<file path="config.mk">
export PLATFORM = sky130hd
export DESIGN_NAME = bitser_max_top
export DESIGN_NICKNAME = d
export VERILOG_FILES = /design/src/rtl/bitser_max_pkg.sv /design/src/rtl/bitser_max_seq.sv /design/src/rtl/bitser_max_anyone.sv /design/src/rtl/bitser_max_cells.sv /design/src/rtl/bitser_max_lowenc.sv /design/src/rtl/bitser_max_top.sv
export SDC_FILE = /design/constraint.sdc
export NUM_CORES = 1
export LEC_CHECK = 0
export BUFFER_PORTS_ARGS = -buffer_cell sky130_fd_sc_hd__clkbuf_2
export CELL_PAD_IN_SITES_DETAIL_PLACEMENT = 1
export CELL_PAD_IN_SITES_GLOBAL_PLACEMENT = 2
export CORE_MARGIN = 3
export CORE_UTILIZATION = 29
export CTS_BUF_LIST = sky130_fd_sc_hd__clkbuf_4 sky130_fd_sc_hd__clkbuf_8 sky130_fd_sc_hd__clkbuf_16
export CTS_CLUSTER_SIZE = 20
export DETAILED_ROUTE_END_ITERATION = 16
export PLACE_DENSITY_LB_ADDON = 0.1
export SETUP_SLACK_MARGIN = 0.15
export SLEW_MARGIN = 20
export SYNTH_ARGS = -nofsm -noshare
export SYNTH_HDL_FRONTEND = slang
export SYNTH_HIERARCHICAL = 1
export SYNTH_SLANG_ARGS = --single-unit
</file>
<file path="constraint.sdc">
create_clock -name clk_i -period 1.67 [get_ports clk_i]
set_input_delay 0.334 -clock clk_i [delete_from_list [all_inputs] [get_ports clk_i]]
set_output_delay 0.334 -clock clk_i [all_outputs]
set_load 0.01 [all_outputs]
</file>
<file path="src/rtl/bitser_max_pkg.sv">
package bitser_max_pkg;

  typedef enum logic {
    SEQ_IDLE = 1'b0,
    SEQ_SCAN = 1'b1
  } seq_state_e;

  function automatic int unsigned idx_width(input int unsigned n);
    return (n > 1) ? $clog2(n) : 1;
  endfunction

endpackage

</file>
<file path="src/rtl/bitser_max_seq.sv">
module bitser_max_seq
  import bitser_max_pkg::*;
#(
  parameter int unsigned WORD_BITS = 8
) (
  input  logic clk_i,
  input  logic rst_ni,
  input  logic start_i,
  output logic take_o,
  output logic done_o
);

  localparam int unsigned CNT_W = (WORD_BITS > 1) ? $clog2(WORD_BITS) : 1;
  localparam logic [CNT_W-1:0] LAST_BIT = CNT_W'(WORD_BITS - 1);

  seq_state_e       state_q, state_d;
  logic [CNT_W-1:0] cnt_q, cnt_d;
  logic             done_q, done_d;
  logic             cnt_en;

  assign take_o = (state_q == SEQ_SCAN) && !start_i;
  assign cnt_en = start_i || (state_q == SEQ_SCAN);

  always_comb begin
    state_d = state_q;
    cnt_d   = cnt_q;
    done_d  = 1'b0;
    if (start_i) begin
      state_d = SEQ_SCAN;
      cnt_d   = '0;
    end else if (state_q == SEQ_SCAN) begin
      if (cnt_q == LAST_BIT) begin
        state_d = SEQ_IDLE;
        cnt_d   = '0;
        done_d  = 1'b1;
      end else begin
        cnt_d = cnt_q + 1'b1;
      end
    end
  end

  always_ff @(posedge clk_i or negedge rst_ni) begin
    if (!rst_ni) begin
      state_q <= SEQ_IDLE;
      cnt_q   <= '0;
    end else if (cnt_en) begin
      state_q <= state_d;
      cnt_q   <= cnt_d;
    end
  end

  always_ff @(posedge clk_i or negedge rst_ni) begin
    if (!rst_ni) begin
      done_q <= 1'b0;
    end else begin
      done_q <= done_d;
    end
  end

  assign done_o = done_q;

  AST_DONE_SINGLE: assert property (@(posedge clk_i) disable iff (!rst_ni)
    done_q |=> !done_q);

  AST_START_KILLS_DONE: assert property (@(posedge clk_i) disable iff (!rst_ni)
    start_i |=> !done_q);

  AST_IDLE_NO_DONE: assert property (@(posedge clk_i) disable iff (!rst_ni)
    (state_q == SEQ_IDLE && !start_i) |=> !done_q);

endmodule

</file>
<file path="src/rtl/bitser_max_anyone.sv">
module bitser_max_anyone #(
  parameter int unsigned N_STREAMS = 16
) (
  input  logic [N_STREAMS-1:0] cand_i,
  input  logic [N_STREAMS-1:0] bits_i,
  output logic                 any_one_o
);

  logic [N_STREAMS-1:0] hit;

  for (genvar g = 0; g < N_STREAMS; g++) begin : g_hit
    assign hit[g] = cand_i[g] & bits_i[g];
  end

  assign any_one_o = |hit;

endmodule

</file>
<file path="src/rtl/bitser_max_cells.sv">
module bitser_max_cells #(
  parameter int unsigned N_STREAMS = 16
) (
  input  logic                 clk_i,
  input  logic                 rst_ni,
  input  logic                 start_i,
  input  logic                 take_i,
  input  logic                 any_one_i,
  input  logic [N_STREAMS-1:0] bits_i,
  output logic [N_STREAMS-1:0] cand_o
);

  logic [N_STREAMS-1:0] cand_q, cand_d;
  logic                 cell_en;

  assign cell_en = start_i || take_i;

  for (genvar g = 0; g < N_STREAMS; g++) begin : g_cell
    always_comb begin
      if (start_i) begin
        cand_d[g] = 1'b1;
      end else begin
        cand_d[g] = cand_q[g] & (bits_i[g] | ~any_one_i);
      end
    end

    always_ff @(posedge clk_i or negedge rst_ni) begin
      if (!rst_ni) begin
        cand_q[g] <= 1'b1;
      end else if (cell_en) begin
        cand_q[g] <= cand_d[g];
      end
    end

    AST_NO_REVIVE: assert property (@(posedge clk_i) disable iff (!rst_ni)
      (!start_i && !cand_q[g]) |=> !cand_q[g]);

    AST_ONE_SURVIVES: assert property (@(posedge clk_i) disable iff (!rst_ni)
      (take_i && cand_q[g] && bits_i[g]) |=> cand_q[g]);
  end

  assign cand_o = cand_q;

  AST_START_FILLS: assert property (@(posedge clk_i) disable iff (!rst_ni)
    start_i |=> (&cand_q));

  AST_QUIET_HOLD: assert property (@(posedge clk_i) disable iff (!rst_ni)
    (take_i && !start_i && ((cand_q & bits_i) == '0)) |=> $stable(cand_q));

endmodule

</file>
<file path="src/rtl/bitser_max_lowenc.sv">
module bitser_max_lowenc #(
  parameter int unsigned N_STREAMS = 16,
  parameter int unsigned IDX_W     = 4
) (
  input  logic [N_STREAMS-1:0] req_i,
  output logic [IDX_W-1:0]     idx_o
);

  always_comb begin
    idx_o = '0;
    for (int i = N_STREAMS - 1; i >= 0; i--) begin
      if (req_i[i]) begin
        idx_o = IDX_W'(i);
      end
    end
  end

endmodule

</file>
<file path="src/rtl/bitser_max_top.sv">
module bitser_max_top
  import bitser_max_pkg::*;
#(
  parameter int unsigned N_STREAMS = 16,
  parameter int unsigned WORD_BITS = 8,
  localparam int unsigned IDX_W    = idx_width(N_STREAMS)
) (
  input  logic                 clk_i,
  input  logic                 rst_ni,
  input  logic                 start_i,
  input  logic [N_STREAMS-1:0] bits_i,
  output logic [IDX_W-1:0]     max_idx_o,
  output logic [N_STREAMS-1:0] cand_o,
  output logic                 done_o
);

  logic                 take;
  logic                 any_one;
  logic [N_STREAMS-1:0] cand;

  bitser_max_seq #(
    .WORD_BITS(WORD_BITS)
  ) i_seq (
    .clk_i  (clk_i),
    .rst_ni (rst_ni),
    .start_i(start_i),
    .take_o (take),
    .done_o (done_o)
  );

  bitser_max_anyone #(
    .N_STREAMS(N_STREAMS)
  ) i_anyone (
    .cand_i   (cand),
    .bits_i   (bits_i),
    .any_one_o(any_one)
  );

  bitser_max_cells #(
    .N_STREAMS(N_STREAMS)
  ) i_cells (
    .clk_i    (clk_i),
    .rst_ni   (rst_ni),
    .start_i  (start_i),
    .take_i   (take),
    .any_one_i(any_one),
    .bits_i   (bits_i),
    .cand_o   (cand)
  );

  bitser_max_lowenc #(
    .N_STREAMS(N_STREAMS),
    .IDX_W    (IDX_W)
  ) i_lowenc (
    .req_i(cand),
    .idx_o(max_idx_o)
  );

  assign cand_o = cand;

  AST_SURVIVOR_LEFT: assert property (@(posedge clk_i) disable iff (!rst_ni)
    cand != '0);

  AST_IDX_IS_CAND: assert property (@(posedge clk_i) disable iff (!rst_ni)
    cand[max_idx_o]);

  for (genvar g = 0; g < N_STREAMS; g++) begin : g_lowchk
    AST_IDX_LOWEST: assert property (@(posedge clk_i) disable iff (!rst_ni)
      cand[g] |-> (max_idx_o <= IDX_W'(g)));
  end

  AST_IDLE_STABLE: assert property (@(posedge clk_i) disable iff (!rst_ni)
    (!start_i && !take) |=> ($stable(cand) && $stable(max_idx_o)));

endmodule

</file>
==> results by group <==
Status
  • Outcome: finished, violations left
  • Failing checks: negative setup slack

Power
  • Switching Fraction: 32.1%
  • Cell internal pwr: ~880 µW
  • Pleak: 0.745 nW
  • Pwr/cell area: 773 nW/µm²
  • Clock network power share: 27.7%
  • Sw power: 416 µW
  • VDD IR max: 0.395 mV
  • Comb pwr share: 22.8%
  • Seq pwr share: 49.5%

Placement
  • Placed inst area: between 1000 and 1500 µm²
  • Routability cong.: 0.799
  • Port buffer count: 39
  • Dpl hpwl: 2820 µm

STA
  • Setup total negative slack: -0.594 ns
  • Slew Limit Headroom: between 60% and 70%
  • Final Hold Fails: 0
  • Worst-case clock skew: between 0.006 and 0.007 ns
  • Fin crit period: 1.87 ns
  • Slew of the pin with the lowest slew margin: around 0.55 ns
  • Final setup fails: 4
  • Max-slew violations: 0
  • Fin worst setup slack: -0.202 ns
  • Period utilization: 112%
  • Unrepaired setup endpoints after global routing: true
  • Fmax: 0.534 GHz
  • Hold_ws: 0.0461 ns

Cells and area
  • P&R area growth vs syn: 36.6%
  • Core Util, Final: around 41%
  • Final design instance area without fill: 1680 µm²
  • Diodes inserted: 0
  • Share of cells above drive strength 1: 56.8%
  • Nets@finish: around 200

Clocking
  • Clk buf depth: 2
  • Worst-skew pair later-pin latency: 0.27 ns
  • H-tree depth: 1
  • CTS Root Cell: clkbuf_8
  • Clock sinks: 21
  • CTS tree: done
  • Cts hold-fix bufs: 0
  • Total CTS buffers: 3
  • Clock transition at path regs: around 0.090 ns

Critical path
  • CP Max Fanout: 5
  • Slowest stage delay, CP: 0.61 ns
  • CP max-delay cell: dfstp_2
  • Worst reg2reg path depth: 6
  • CP required: between 1 and 1.5 ns
  • Critical Path Sink Type: output pin
  • Cell chain of the critical path: a21oi_2 > o311a_1 > o22ai_1 > clkbuf_2
  • Crit path depth: 4
  • Worst path buffer plus inverter count: 1
  • Startpoint Class: register
  • Critical path type: register to output pin
  • CP top delay family: flip-flops
  • CP arrival: ~1.5 ns
  • R2R Setup Slk: ~0.020 ns

Logic synthesis
  • Synthesized net count: 150
  • Yosys top cell area share: 34.2%
  • Top_reg_cell synth: dfstp_2
  • Synth Instances: 129
  • Number of distinct library cells after synthesis: 33
  • Syn_area_per_cell: about 9.5 µm²
  • Most instantiated cells after synthesis: 40 x nor2_1, 16 x dfstp_2, 11 x a21oi_1, 11 x a21oi_2, 5 x dfrtp_1
  • Synth Warn #: 6
  • Most frequent cell after synthesis: nor2_1
  • Synth area leaders: dfstp_2 34%, nor2_1 12%, dfrtp_1 10%, a21oi_2 7.8%, a221oi_2 4.9%
  • Top cell type by total area after synthesis: dfstp_2
  • Number of synthesized flops with an enable pin: 0
  • Ys async rst share: 100%
  • Seq/Total Area, Yosys: 44.4%
  • FF+latch count, synth: 21
  • Synthesized area: 1230 µm²

Floorplanning
  • Ports: 40
  • Die Height: just over 70 µm
  • Starting Density: 30.3%
  • Core area: 4060 µm²
  • Die boundary width: 71.1 µm
  • Cell Rows: 23
  • Die area: 5050 µm²

GRT
  • Number of global-route vias before repair: roughly 1,200
  • Initial antenna violation count: 0
  • Grt total ovfl: 0
  • Largest net degree at the start of global routing: 22
  • First-pass GRT wire length: 6680 µm
  • Tot GR Track Use: 16.9%

Drt
  • DRT iter0 DRCs: 45
  • Routed len/inst: 17.2 µm
  • Final WL: 4010 µm
  • Post-route ant nets: 0
  • Total number of vias: 1,195
  • Detailed Routing Iterations Pass 1: 3
  • # DRC: 0
  • Vias/cell: approximately 5

Hold path
  • Worst hold-check path type: input pin to asynchronous set/reset pin

Flow run
  • Max Cap Violations: 0
-- cell families (layout without fill, tap and decap cells) --
logic type | Yosys count | count (layout) | share of synthesized area [%]
AND/OR/NAND/NOR | 58 | 59 | 22.6
AO/OA/AOI/OAI | 38 | 38 | 24.7
flip-flops | 21 | 21 | 44.4
buffers and inverters | 9 | 62 | 5.40
adder cells (fa/ha/maj) | 2 | 2 | 2.04
multiplexers | 1 | 1 | 0.815
-- layout make-up --
type	instances	area [µm²]
inverter	4	15.0
sequential	21	546
timing repair buffer	54	329
multi-input combinational	100	677
tap	50	62.6
clock inverter	1	7.51
clock buffer	3	41.3
fill	494	2380
-- worst reg2reg max path: stages (launching register included) --
cell,delay [ns]
dfstp_2,0.42
buf_6,0.12
a22o_1,0.20
a221oi_2,0.23
nand4_1,0.19
and2_4,0.27
a21oi_2,0.16
-- through the flow --
step | power [mW] | setup slack [ns] | instances
3_5_place_dp | 0.885 | 0.0414 | 216
3_3_place_gp | 0.874 | 0.0782 | 216
6_report | 1.30 | -0.202 | 233
4_1_cts | 1.31 | -0.195 | 233
2_1_floorplan | 0.768 | 0.166 | 129
5_1_grt | 1.38 | -0.270 | 233
-- routing by layer --
| metal | track usage, % | wire [µm] | part of all wire [%] | up-vias |
|---|---|---|---|---|
| met5 | 0 | 0 | 0 | - |
| li1 | - | - | - | 566 |
| met3 | 3.98 | 143 | 3.6 | 5 |
| met1 | 22.6 | 1820 | 45 | 601 |
| met2 | 28.5 | 2020 | 50 | 23 |
| met4 | 2.51 | 25 | 0.62 | 0 |
-- state kept, by name, summed over array words and instances, names as in the netlist --
signal	flops
i_cells/cand_o	16
i_seq/cnt_q	3
i_seq/done_o	1
i_seq/state_q	1
-- path summary, 6_finish.rpt --
path                                                startpoint                              to
worst min register to register      i_seq/cnt_q[2]$_DFFE_PN0P_      i_seq/cnt_q[2]$_DFFE_PN0P_
max in group asynchronous                               rst_ni   i_cells/cand_o[2]$_DFFE_PN1P_
worst max register to register  i_cells/cand_o[13]$_DFFE_PN1P_   i_cells/cand_o[9]$_DFFE_PN1P_
worst min-delay path                                    rst_ni      i_seq/cnt_q[0]$_DFFE_PN0P_
min in group clk_i                                  bits_i[13]  i_cells/cand_o[13]$_DFFE_PN1P_
worst max-delay path            i_cells/cand_o[13]$_DFFE_PN1P_                    max_idx_o[0]
-- cell usage in the layout, fill, tap and decap left out, drive strengths merged --
cell type,n
clkinvlp,1
mux2i,1
o41ai,1
ha,2
a21o,1
o22ai,1
or3b,1
o21ai,1
nand3,2
a221oi,4
o31ai,1
dfrtp,5
inv,4
clkbuf,39
dfstp,16
and2,3
nor2b,1
nand3b,1
nor2,40
buf,18
a21oi,22
nor4,2
nand2b,3
nand4,1
o311a,1
a31oi,2
nor3,2
a22o,4
nand2,3
-- power groups by stage --
| stage | registers, mW | clock network, mW | logic, mW |
|---|---|---|---|
| final | 0.642 | 0.359 | 0.296 |
| after global routing | 0.650 | 0.404 | 0.327 |
| after CTS | 0.636 | 0.378 | 0.292 |
| after detailed placement | 0.654 | 0 | 0.230 |
| after global placement | 0.650 | 0 | 0.224 |
| after floorplan | 0.648 | 0 | 0.119 |
-- timing repair --
item,CTS,global route
gates cloned,1,0
endpoints found under the setup margin,20,22
pin swaps,5,0
buffers inserted,12,0
gates resized for setup,11,11
Note: power is estimated with default switching activity, not from simulation.
